`config.mk`:
```
export PLATFORM = sky130hd
export DESIGN_NAME = dma_chan_regs
export DESIGN_NICKNAME = d
export VERILOG_FILES = /design/src/rtl/dma_chan_pkg.sv /design/src/rtl/dma_ctl_word.sv /design/src/rtl/dma_next_desc.sv /design/src/rtl/dma_exec_shadow.sv /design/src/rtl/dma_chan_regs.sv
export SDC_FILE = /design/constraint.sdc
export NUM_CORES = 1
export LEC_CHECK = 0
export BUFFER_PORTS_ARGS = -buffer_cell sky130_fd_sc_hd__buf_2
export CAP_MARGIN = 20
export CORE_ASPECT_RATIO = 0.75
export CORE_UTILIZATION = 30
export DETAILED_ROUTE_END_ITERATION = 10
export GPL_TIMING_DRIVEN = 0
export PLACE_DENSITY = 0.55
export REMOVE_ABC_BUFFERS = 1
export SLEW_MARGIN = 0
export SYNTH_ARGS = -nofsm -noshare
export SYNTH_HDL_FRONTEND = slang
export SYNTH_HIERARCHICAL = 1
export SYNTH_SLANG_ARGS = --single-unit
export TNS_END_PERCENT = 30
```
`constraint.sdc`:
```
create_clock -name clk -period 4.8 [get_ports clk]
set_input_delay 0.96 -clock clk [delete_from_list [all_inputs] [get_ports clk]]
set_output_delay 0.96 -clock clk [all_outputs]
set_load 0.005 [all_outputs]
```
`src/rtl/dma_chan_pkg.sv`:
```
package dma_chan_pkg;

  localparam int WORD_W = 32;
  localparam int OFFS_W = 12;
  localparam int DESC_W = 64;
  localparam int NDESC  = 3;   // byte count, destination, source
  localparam int STRIDE = 8;

  // control word bit positions
  localparam int B_CLAIM   = 0;
  localparam int B_RUN     = 1;
  localparam int B_DONE_IE = 14;
  localparam int B_ERR_IE  = 15;
  localparam int B_DONE    = 30;
  localparam int B_ERR     = 31;

  // staged configuration size fields
  localparam int WSZ_LSB = 24;
  localparam int RSZ_LSB = 28;
  localparam logic [3:0] SZ_DEFAULT = 4'd6;

  // register offsets
  localparam logic [OFFS_W-1:0] OFF_CTRL   = 12'h000;
  localparam logic [OFFS_W-1:0] OFF_NCFG   = 12'h004;
  localparam logic [OFFS_W-1:0] OFF_NDESC0 = 12'h008;
  localparam logic [OFFS_W-1:0] OFF_XCFG   = 12'h104;
  localparam logic [OFFS_W-1:0] OFF_XDESC0 = 12'h108;

  typedef struct packed {
    logic err;
    logic done;
    logic err_ie;
    logic done_ie;
    logic run;
    logic claim;
  } ctl_t;

  function automatic logic [WORD_W-1:0] ctl_pack(ctl_t c);
    logic [WORD_W-1:0] w;
    w = '0;
    w[B_CLAIM]   = c.claim;
    w[B_RUN]     = c.run;
    w[B_DONE_IE] = c.done_ie;
    w[B_ERR_IE]  = c.err_ie;
    w[B_DONE]    = c.done;
    w[B_ERR]     = c.err;
    return w;
  endfunction

  function automatic ctl_t ctl_unpack(logic [WORD_W-1:0] w);
    ctl_t c;
    c.claim   = w[B_CLAIM];
    c.run     = w[B_RUN];
    c.done_ie = w[B_DONE_IE];
    c.err_ie  = w[B_ERR_IE];
    c.done    = w[B_DONE];
    c.err     = w[B_ERR];
    return c;
  endfunction

  function automatic logic [WORD_W-1:0] cfg_default();
    logic [WORD_W-1:0] w;
    w = '0;
    w[WSZ_LSB +: 4] = SZ_DEFAULT;
    w[RSZ_LSB +: 4] = SZ_DEFAULT;
    return w;
  endfunction

endpackage

```
`src/rtl/dma_ctl_word.sv`:
```
module dma_ctl_word
  import dma_chan_pkg::*;
(
  input  logic clk,
  input  logic rst_n,
  input  logic ctl_we,
  input  ctl_t wval,
  input  logic eng_upd,
  input  logic eng_done_set,
  input  logic eng_err_set,
  input  logic eng_run_clr,
  output ctl_t ctl_q,
  output logic claim_rise,
  output logic run_start,
  output logic irq_done,
  output logic irq_err
);

  ctl_t ctl_d;
  logic blocked;

  always_comb begin
    ctl_d      = ctl_q;
    claim_rise = 1'b0;
    run_start  = 1'b0;
    // gating: no prior claim, or release while idle
    blocked    = ~ctl_q.claim | (~ctl_q.run & ~wval.claim);
    if (ctl_we) begin
      claim_rise    = ~ctl_q.claim & wval.claim;
      ctl_d.claim   = wval.claim | ctl_q.run;
      ctl_d.run     = wval.run & ~blocked;
      ctl_d.done_ie = wval.done_ie;
      ctl_d.err_ie  = wval.err_ie;
      run_start     = ctl_d.run & ~ctl_q.run;
      ctl_d.done    = run_start ? 1'b0 : wval.done;
      ctl_d.err     = run_start ? 1'b0 : wval.err;
    end
    // engine effects override the bus
    if (eng_upd) begin
      if (eng_done_set) ctl_d.done = 1'b1;
      if (eng_err_set)  ctl_d.err  = 1'b1;
      if (eng_run_clr)  ctl_d.run  = 1'b0;
    end
  end

  always_ff @(posedge clk or negedge rst_n) begin
    if (!rst_n) ctl_q <= '0;
    else        ctl_q <= ctl_d;
  end

  assign irq_done = ctl_q.done_ie & ctl_q.done;
  assign irq_err  = ctl_q.err_ie  & ctl_q.err;

endmodule

```
`src/rtl/dma_next_desc.sv`:
```
module dma_next_desc
  import dma_chan_pkg::*;
#(
  parameter int DW = DESC_W,
  parameter int ND = NDESC
) (
  input  logic                       clk,
  input  logic                       rst_n,
  input  logic                       clr,
  input  logic                       cfg_we,
  input  logic [ND-1:0]              lo_we,
  input  logic [ND-1:0]              hi_we,
  input  logic [WORD_W-1:0]          wdata,
  output logic [WORD_W-1:0]          cfg_q,
  output logic [ND-1:0][DW-1:0]      desc_q
);

  localparam int HI_W = DW - WORD_W;

  always_ff @(posedge clk or negedge rst_n) begin
    if (!rst_n)      cfg_q <= '0;
    else if (clr)    cfg_q <= cfg_default();
    else if (cfg_we) cfg_q <= wdata;
  end

  for (genvar g = 0; g < ND; g++) begin : g_desc
    logic [DW-1:0] r;
    always_ff @(posedge clk or negedge rst_n) begin
      if (!rst_n) begin
        r <= '0;
      end else if (clr) begin
        r <= '0;
      end else begin
        if (lo_we[g]) r[WORD_W-1:0] <= wdata;
        if (hi_we[g]) r[DW-1:WORD_W] <= wdata[HI_W-1:0];
      end
    end
    assign desc_q[g] = r;
  end

endmodule

```
`src/rtl/dma_exec_shadow.sv`:
```
module dma_exec_shadow
  import dma_chan_pkg::*;
#(
  parameter int DW = DESC_W,
  parameter int ND = NDESC
) (
  input  logic                  clk,
  input  logic                  rst_n,
  input  logic                  load,
  input  logic [WORD_W-1:0]     cfg_in,
  input  logic [ND-1:0][DW-1:0] desc_in,
  output logic [WORD_W-1:0]     cfg_q,
  output logic [ND-1:0][DW-1:0] desc_q
);

  always_ff @(posedge clk or negedge rst_n) begin
    if (!rst_n) begin
      cfg_q  <= '0;
      desc_q <= '0;
    end else if (load) begin
      cfg_q  <= cfg_in;
      desc_q <= desc_in;
    end
  end

endmodule

```
`src/rtl/dma_chan_regs.sv`:
```
module dma_chan_regs
  import dma_chan_pkg::*;
#(
  parameter int DW = DESC_W
) (
  input  logic              clk,
  input  logic              rst_n,
  input  logic              bus_req,
  input  logic              bus_we,
  input  logic [OFFS_W-1:0] bus_addr,
  input  logic [WORD_W-1:0] bus_wdata,
  output logic [WORD_W-1:0] bus_rdata,
  output logic              bus_rvalid,
  input  logic              eng_upd,
  input  logic              eng_done_set,
  input  logic              eng_err_set,
  input  logic              eng_run_clr,
  input  logic [WORD_W-1:0] eng_cfg,
  input  logic [DW-1:0]     eng_bytes,
  input  logic [DW-1:0]     eng_dst,
  input  logic [DW-1:0]     eng_src,
  output logic [WORD_W-1:0] nxt_cfg,
  output logic [DW-1:0]     nxt_bytes,
  output logic [DW-1:0]     nxt_dst,
  output logic [DW-1:0]     nxt_src,
  output logic              run_start,
  output logic              irq_done,
  output logic              irq_err
);

  localparam int ND = NDESC;

  logic wr, rd;
  logic ctl_we, ncfg_we, claim_rise;
  logic [ND-1:0] lo_we, hi_we;
  ctl_t ctl_q;
  logic [ND-1:0][DW-1:0] ndesc, xdesc, eng_desc;
  logic [WORD_W-1:0] xcfg, rd_word;

  assign wr      = bus_req & bus_we;
  assign rd      = bus_req & ~bus_we;
  assign ctl_we  = wr & (bus_addr == OFF_CTRL);
  assign ncfg_we = wr & (bus_addr == OFF_NCFG);

  for (genvar g = 0; g < ND; g++) begin : g_dec
    assign lo_we[g] = wr & (bus_addr == OFF_NDESC0 + OFFS_W'(g * STRIDE));
    assign hi_we[g] = wr & (bus_addr == OFF_NDESC0 + OFFS_W'(g * STRIDE + 4));
  end

  assign eng_desc = {eng_src, eng_dst, eng_bytes};

  dma_ctl_word u_ctl (
    .clk          (clk),
    .rst_n        (rst_n),
    .ctl_we       (ctl_we),
    .wval         (ctl_unpack(bus_wdata)),
    .eng_upd      (eng_upd),
    .eng_done_set (eng_done_set),
    .eng_err_set  (eng_err_set),
    .eng_run_clr  (eng_run_clr),
    .ctl_q        (ctl_q),
    .claim_rise   (claim_rise),
    .run_start    (run_start),
    .irq_done     (irq_done),
    .irq_err      (irq_err)
  );

  dma_next_desc #(.DW(DW), .ND(ND)) u_next (
    .clk    (clk),
    .rst_n  (rst_n),
    .clr    (claim_rise),
    .cfg_we (ncfg_we),
    .lo_we  (lo_we),
    .hi_we  (hi_we),
    .wdata  (bus_wdata),
    .cfg_q  (nxt_cfg),
    .desc_q (ndesc)
  );

  dma_exec_shadow #(.DW(DW), .ND(ND)) u_exec (
    .clk     (clk),
    .rst_n   (rst_n),
    .load    (eng_upd),
    .cfg_in  (eng_cfg),
    .desc_in (eng_desc),
    .cfg_q   (xcfg),
    .desc_q  (xdesc)
  );

  assign nxt_bytes = ndesc[0];
  assign nxt_dst   = ndesc[1];
  assign nxt_src   = ndesc[2];

  always_comb begin
    rd_word = '0;
    if (bus_addr == OFF_CTRL) rd_word = ctl_pack(ctl_q);
    if (bus_addr == OFF_NCFG) rd_word = nxt_cfg;
    if (bus_addr == OFF_XCFG) rd_word = xcfg;
    for (int i = 0; i < ND; i++) begin
      if (bus_addr == OFF_NDESC0 + OFFS_W'(i * STRIDE))
        rd_word = ndesc[i][WORD_W-1:0];
      if (bus_addr == OFF_NDESC0 + OFFS_W'(i * STRIDE + 4))
        rd_word = WORD_W'(ndesc[i][DW-1:WORD_W]);
      if (bus_addr == OFF_XDESC0 + OFFS_W'(i * STRIDE))
        rd_word = xdesc[i][WORD_W-1:0];
      if (bus_addr == OFF_XDESC0 + OFFS_W'(i * STRIDE + 4))
        rd_word = WORD_W'(xdesc[i][DW-1:WORD_W]);
    end
  end

  always_ff @(posedge clk or negedge rst_n) begin
    if (!rst_n) begin
      bus_rdata  <= '0;
      bus_rvalid <= 1'b0;
    end else begin
      bus_rvalid <= rd;
      if (rd) bus_rdata <= rd_word;
    end
  end

endmodule

```
; After elaboration in Yosys (flattened, before gate mapping)
; Cells that the tools add are included.
[word_totals]
output_inout_bits = 260
wordCells = 100
input_bits = 276
ff_bits = 487
[op_classes]
n_eq_ne = 14
n_mux = 36
n_bitwise = 23
reduce_logical = 8
[ops]
columns = operator, n
row1 = 2-to-1 mux 32 bit, 23
row2 = 2-to-1 mux 64 bit, 3
row3 = equality test 12 x 9 -> 1 bit (second input constant), 7
row4 = equality test 12 x 5 -> 1 bit (second input constant), 4
row5 = equality test 12 x 4 -> 1 bit (second input constant), 2
row6 = bitwise AND 1 bit, 16
row7 = nonzero test 2 bit, 7
row8 = equality test 12 x 3 -> 1 bit (second input constant), 1
row9 = zero test 12 bit, 1
row10 = 2-to-1 mux 1 bit, 8
row11 = 2-to-1 mux 6 bit, 1
row12 = NOT 1 bit, 5
row13 = 2-to-1 mux 2 bit, 1
row14 = bitwise OR 1 bit, 2

; Longest topological paths before layout
; Gate-level depths: netlist (run 1).
[logic_depth]
word_depth = 16
ltp_mapped = 12
mapped_depth_nobuf = 6

; Cells and area by module
; The synthesis (run 1) kept the hierarchy.
[modules_own_cells]
columns = module, seq_area_each_um2, cells_per_inst, area_per_inst_um2, instances
row1 = dma_next_desc, 5605.4, 725, 9212.6, 1
row2 = dma_exec_shadow, 5605.4, 473, 8972.4, 1
row3 = dma_chan_regs, 825.8, 769, 5703.0, 1
row4 = dma_ctl_word, 150.1, 29, 306.5, 1

; Worst setup path after synthesis (run 1)
; No wires, ideal clock.
[synth_timing]
path_type = input port to output port
start = input bus_addr[8]
end = output run_start
t_arrival_ns = 2.587
setup_slack_ns = 1.253
cell_stages = 7
path_buffers = 3
required_time_ns = 3.840
cell_sequence = buf_2 -> nor4_2 -> nand2_1 -> clkbuf_1 -> nor3_1 -> buf_6 -> and2_1
[synth_between]
elab_chain_len = 3
[synth_lines]
columns = element, line_no
row1 = "start, declared", dma_chan_regs.sv:10  ; input logic [OFFS_W-1:0] bus_addr,
row2 = zero test 12 bit, dma_chan_regs.sv:42  ; assign ctl_we = wr & (bus_addr == OFF_CTRL);
row3 = bitwise AND 1 bit, dma_chan_regs.sv:42
row4 = via ctl_we, dma_chan_regs.sv:34  ; logic ctl_we, ncfg_we, claim_rise;
row5 = 2-to-1 mux 1 bit, dma_ctl_word.sv:28  ; if (ctl_we) begin
row6 = "end, declared", dma_chan_regs.sv:26  ; output logic run_start,
; The timed path passes the listed nets, and every way through them passes these cells.

; Worst setup path in the final report (run 1)
[layout_timing]
start = input bus_addr[8]
end = register u_next.g_desc[1].r[50]
[layout_between]
word_cells_on_any_way = 7
classes_between = eq/ne (1) / mux (2) / bitwise (2) / reduce/logical (2)
[layout_lines]
columns = element, line_no
row1 = equality test 12 x 5 -> 1 bit, dma_chan_regs.sv:47  ; assign hi_we[g] = wr & (bus_addr == OFF_NDESC0 + OFFS_W'(g * STRIDE + 4));
row2 = bitwise AND 1 bit, dma_chan_regs.sv:47
row3 = via hi_we[1], dma_chan_regs.sv:35  ; logic [ND-1:0] lo_we, hi_we;
row4 = nonzero test 2 bit (no line), --
row5 = "end signal, assigned by index", dma_next_desc.sv:34  ; if (lo_we[g]) r[WORD_W-1:0] <= wdata;
row6 = "end signal, assigned by index", dma_next_desc.sv:35  ; if (hi_we[g]) r[DW-1:WORD_W] <= wdata[HI_W-1:0];
row7 = "end, declared", dma_next_desc.sv:27  ; logic [DW-1:0] r;
; The timed path passes the listed nets, and every way through them passes these cells.
; A chain may end at the register's enable or synchronous reset.

==> results.json, run 1 <==
{
  "nNetsFinal": 2787,
  "dp_slack_ns": -0.772,
  "finalPower_mw": 9.67,
  "critPathRequiredTime_ns": 5.30,
  "final_area_mm2": 0.0304,
  "grt.total_usage": 0.249,
  "final.fill_count": 7713,
  "initial_core_util": 0.305,
  "worst_setup_path_start_kind": "input port",
  "rows": 89,
  "setup_tns_ns": 0,
  "synth_top_area_share": 0.504,
  "multi_input_area_mm2": 0.0110,
  "path_clk_slew_ns": 0.06,
  "max_slew_margin": 0.211,
  "end_kind": "flip-flop",
  "clk_latency_ns": 0.62,
  "cts_buffers": 55,
  "overflow": 0,
  "cts_buffer_depth": 3,
  "place_congestion": 0.860,
  "clock_sinks": 487,
  "ys_warn_count": 6,
  "netlist_instances": 1996,
  "area_growth_pct": 25.6,
  "post_drt_wl_per_cell_um": 28.9,
  "hpwl_mm": 75.2,
  "yosysTopAreaCell": "dfrtp_1",
  "ys_types": 73,
  "yosys-top-cells-count": "dfrtp_1, nor2_1, mux2i_1, mux2_4, mux2_2",
  "clock_skew_ns": 0.00839,
  "cts_tree": "yes",
  "synth_area_mm2": 0.0242,
  "timing.final.max_slew_violations": 0,
  "dr.pass1.iters": 5,
  "p_leak_nw": 14.4,
  "synth_area_leaders": "dfrtp_1, mux2i_1, mux2_4, nor2_1, mux2_2",
  "io_buffers": 535,
  "maxCapViolCount": 0,
  "setup_viol": 0,
  "root_buffer": "clkbuf_16",
  "min_path_type": "in -> async",
  "synth-async-reset-ratio": 1.00,
  "grt_pass1_vias": 19900,
  "ys_seq_elements": 487,
  "io_pins": 536,
  "arrival_ns": 5.26,
  "via_per_inst": 5.49,
  "hold_slack_ns": 0.288,
  "min_period_ns": 4.76,
  "post_dp_cell_area_mm2": 0.0285,
  "die_area_mm2": 0.0818,
  "synth_edf_count": 0,
  "crit_fanout": 47,
  "cts_max_level": 2,
  "critPathKind": "in -> reg",
  "rsz0062_at_grt": "true",
  "drc_errors": 0,
  "drive_above_1_share": 0.392,
  "postRouteAntennaNets": 0,
  "seqCellArea_mm2": 0.0122,
  "drtIter0Drc": 1613,
  "finalCoreUtilization": 0.383,
  "power_density_mw_per_mm2": 318,
  "grt_start_max_net_pins": 120,
  "grt_pass1_wl_mm": 147,
  "vias": 19800,
  "ys_seq_area_frac": 0.504,
  "yosysMostFrequentCell": "dfrtp_1",
  "wl_mm": 104,
  "core_area_mm2": 0.0793,
  "placed_cells": 3499,
  "fin_crit_sh": 0.991,
  "fp.dieH_um": 248,
  "synth.avg_cell_area_um2": 12.1,
  "finalHoldViolations": 0,
  "instances_no_fill": 3608,
  "status": "completed",
  "antenna_found_initial": 21,
  "synthFlopType": "dfrtp_1",
  "fin_ws_ns": 0.0410,
  "die_x_um": 330,
  "worstMarginPinSlew_ns": 1.18,
  "irDropWorstVdd_uv": 228,
  "fmax_mhz": 210
}
[critical path: stages]
cell	delay, ns
buf_6	0.20
buf_16	0.28
or4_1	0.93
nor2_4	0.66
nand2_2	0.68
nor2_4	0.73
buf_16	0.23
buf_16	0.18
mux2i_1	0.22
nor2_1	0.05
[cells in the final DEF (no fill, tap or decap), types with 8 or more instances in the layout]
cell,count
o221ai_1,22
buf_12,16
o31ai_1,11
clkbuf_16,55
nor3_1,25
buf_4,12
mux2i_1,279
dfrtp_1,487
a221oi_1,25
o22a_1,8
o211ai_1,12
clkinv_2,18
a21oi_1,50
a221o_1,8
a211oi_1,22
nor2_4,9
nor2_1,288
a22oi_1,36
nand2_1,46
mux2_4,162
a31oi_1,8
o22ai_1,28
buf_8,9
buf_16,21
o2bb2ai_1,11
buf_6,22
o32ai_1,12
mux2_2,73
nor3_2,8
o21ai_0,64
buf_2,532
nand3_1,9
[cell families (layout without fill, tap and decap cells)]
group | count (synthesis) | count (layout) | synth area share
AO/OA/AOI/OAI | 372 | 372 | 0.109
other | 0 | 5 | 0
multiplexers | 514 | 514 | 0.250
AND/OR/NAND/NOR | 460 | 460 | 0.0880
buffers and inverters | 163 | 724 | 0.0491
flip-flops | 487 | 487 | 0.504
[what timing repair did]
item	CTS	global route
buffers inserted	0	0
resized for setup	2	1
endpoints found under the setup margin	40	2
hold buffers	0	0
[sequential cells by signal, summed over array words and instances (netlist names)]
signal,cells
bus_rdata,32
bus_rvalid,1
u_ctl/ctl_q,6
u_exec/desc_q,192
u_exec/cfg_q,32
u_next/cfg_q,32
u_next/g_desc.r,192
[metal layers]
| layer | vias up | part of all wire | GRT usage | wire (um) |
|---|---|---|---|---|
| met5 | - | 0.0010 | 0 | 109 |
| met4 | 18 | 0.025 | 0.0650 | 2660 |
| met3 | 207 | 0.093 | 0.0719 | 9720 |
| met2 | 995 | 0.45 | 0.382 | 46500 |
| met1 | 10200 | 0.44 | 0.342 | 45400 |
| li1 | 8372 | - | - | - |
[area by class of cell]
| class | instances | area share |
|---|---|---|
| Sequential cell | 487 | 0.401 |
| Multi-Input combinational cell | 1346 | 0.362 |
| Timing Repair Buffer | 612 | 0.133 |
| Clock buffer | 69 | 0.0493 |
| Tap cell | 1046 | 0.0431 |
| Clock inverter | 34 | 0.0103 |
| Inverter | 9 | 0.00111 |
| Antenna cell | 5 | 0.000412 |
[worst paths after layout]
check | from | endpoint | slack, ns | depth (start not counted)
max in group asynchronous | rst_n | u_next/g_desc[2].r[8] | 2.53 | 4
min in group clk | bus_rdata[4] | bus_rdata[4] | 0.50 | 1
setup reg to reg | u_next/g_desc[0].r[61] | bus_rdata[29] | 2.87 | 6
hold reg to reg | bus_rdata[4] | bus_rdata[4] | 0.50 | 1
setup / recovery | bus_addr[8] | u_next/g_desc[1].r[50] | 0.04 | 10
hold / removal | rst_n | u_next/g_desc[2].r[42] | 0.29 | 1
[power breakdown]
part           switching, mW  internal (mW)
clock network           1.88           2.44
logic                  0.447          0.446
registers              0.144           4.31
total                   2.47           7.20
No activity file was read; power rests on OpenSTA's default activity.
==> run 2: changes to the inputs <==
--- a/config.mk
+++ b/config.mk
@@ -5,13 +5,13 @@
 export SDC_FILE = /design/constraint.sdc
 export NUM_CORES = 1
 export LEC_CHECK = 0
-export BUFFER_PORTS_ARGS = -buffer_cell sky130_fd_sc_hd__buf_2
 export CAP_MARGIN = 20
 export CORE_ASPECT_RATIO = 0.75
 export CORE_UTILIZATION = 30
 export DETAILED_ROUTE_END_ITERATION = 10
+export DONT_BUFFER_PORTS = 1
 export GPL_TIMING_DRIVEN = 0
-export PLACE_DENSITY = 0.55
+export PLACE_DENSITY = 0.5
 export REMOVE_ABC_BUFFERS = 1
 export SLEW_MARGIN = 0
 export SYNTH_ARGS = -nofsm -noshare
==> run 2 against run 1 <==
Effect of this change:
- maximum frequency rose by 5.2%
- die area unchanged
- critical path depth is 6 lower
- utilization is 3.7 points lower
- sequential share of layout area up 4.2 points
- cell count is 15% lower
- non-clock buffer count decreased by 536
- clock-buffer cell count increased by 13
- register-to-register slack worse by 0.02 ns
- via count down 11%
==> results.json, run 2 (synthesis results as in run 1) <==
{
  "status": "completed",
  "min_path_type": "in -> async",
  "worst_setup_path_start_kind": "input port",
  "reg_top3": "u_exec/desc_q (192), u_next/g_desc.r (192)",
  "mostFrequentLayoutCell": "dfrtp_1",
  "area_growth_pct": 13.6,
  "crit_fanout": 84,
  "root_buffer": "clkbuf_16",
  "finalHoldViolations": 0,
  "critPathKind": "in -> out",
  "multi_input_area_mm2": 0.0110,
  "grt_start_max_net_pins": 445,
  "p_leak_nw": 11.8,
  "dr.pass1.iters": 6,
  "wl_mm": 104,
  "clk_latency_ns": 0.63,
  "clock_skew_ns": 0.0200,
  "hpwl_mm": 71.8,
  "end_kind": "output pin",
  "irDropWorstVdd_uv": 232,
  "grt.total_usage": 0.246,
  "timing.final.max_slew_violations": 0,
  "cts_buffers": 55,
  "setup_viol": 0,
  "grt_pass1_vias": 18000,
  "drive_above_1_share": 0.225,
  "die_area_mm2": 0.0818,
  "rsz0062_at_grt": "false",
  "die_x_um": 330,
  "arrival_ns": 3.56,
  "critPathRequiredTime_ns": 3.84,
  "io_buffers": 0,
  "nNetsFinal": 2251,
  "post_drt_wl_per_cell_um": 33.7,
  "place_congestion": 0.843,
  "cts_setup_buffers": 0,
  "path_clk_slew_ns": 0.06,
  "fin_crit_sh": 0.942,
  "drtIter0Drc": 1567,
  "overflow": 0,
  "fp.dieH_um": 248,
  "rows": 89,
  "grt_pass1_wl_mm": 143,
  "cts_buffer_depth": 3,
  "min_period_ns": 4.52,
  "fmax_mhz": 221,
  "antenna_found_initial": 16,
  "vias": 17600,
  "initial_core_util": 0.305,
  "finalCoreUtilization": 0.347,
  "final.fill_count": 7773,
  "seqCellArea_mm2": 0.0122,
  "clock_sinks": 487,
  "layout_common_cells": "dfrtp_1, nor2_1, mux2i_1, mux2_4, mux2_2",
  "instances_no_fill": 3069,
  "cts_tree": "yes",
  "max_slew_margin": 0.169,
  "cts_max_level": 2,
  "power_density_mw_per_mm2": 340,
  "hold_slack_ns": 0.0514,
  "placed_cells": 2959,
  "io_pins": 536,
  "core_area_mm2": 0.0793,
  "drc_errors": 0,
  "maxCapViolCount": 0,
  "worstMarginPinSlew_ns": 1.24,
  "via_per_inst": 5.72,
  "postRouteAntennaNets": 0
}
-- run 2: changes by cell type in the layout (fill, tap and decap cells not counted), sizes merged --
| cell | before | now |
|---|---|---|
| dlygate4sd3 | 0 | 3 |
| clkinv | 20 | 8 |
| clkbuf | 69 | 82 |
| buf | 612 | 73 |
| bufinv | 4 | 3 |
| inv | 16 | 13 |
-- run 2: critical path, stage by stage --
cell	delay (ns)
nor4_2	1.00
nand2_4	0.60
nor3_4	0.67
and2_1	0.27
-- run 2: layer usage --
layer / up-vias / routed length, um / part of all wire / GRT usage
met4: 8 / 2370 / 0.023 / 0.0603
met5: - / 63 / 0.00061 / 0
met1: 9121 / 43600 / 0.42 / 0.328
met2: 970 / 46200 / 0.45 / 0.380
li1: 7294 / - / - / -
met3: 172 / 11300 / 0.11 / 0.0870
-- run 2: metrics by stage --
stage          total power [mW]  instance area [um^2]  setup TNS [ns]  setup WS, ns
6_report                   9.35                 27500               0         0.276
5_1_grt                    9.67                 27500               0         0.255
4_1_cts                    9.46                 27500               0         0.142
3_5_place_dp               5.04                 25600          -67.97        -0.580
3_3_place_gp               5.01                 24300        -3993.60        -17.33
2_1_floorplan              4.88                 23000        -1407.79         -6.03
-- run 2: area by class of cell --
| type | instances | share of cell area |
|---|---|---|
| clock buffers | 82 | 0.0589 |
| inverters | 9 | 0.00123 |
| repair buffers | 76 | 0.0411 |
| flip-flops and latches | 487 | 0.443 |
| well taps | 1046 | 0.0476 |
| diodes | 5 | 0.000455 |
| multi-input cells | 1346 | 0.400 |
| clock inverters | 18 | 0.00737 |
-- run 2: final timing paths --
path,endpoint,cells after the start,slack [ns],from
hold reg to reg,u_exec/desc_q[171],1,0.51,u_exec/desc_q[171]
setup reg to reg,u_next/g_desc[2].r[52],5,2.85,u_ctl/ctl_q[0]
min in group clk,u_ctl/ctl_q[1],1,0.41,eng_run_clr
setup / recovery,run_start,4,0.28,bus_addr[8]
max in group asynchronous,u_exec/desc_q[170],1,3.67,rst_n
hold / removal,u_exec/desc_q[24],0,0.05,rst_n
-- run 2: report_power, final --
group | leakage [nW] | total [mW] | switching, mW | internal, mW
registers | 6.26 | 4.47 | 0.156 | 4.31
logic | 4.67 | 0.527 | 0.185 | 0.342
clock network | 0.887 | 4.35 | 1.86 | 2.49
total | 11.8 | 9.35 | 2.20 | 7.14
-- run 2: what timing repair did --
item                                    CTS  global route
resized for setup                         1             1
endpoints found under the setup margin    1             1
hold endpoints to repair                 33             0
hold buffers                              4             0
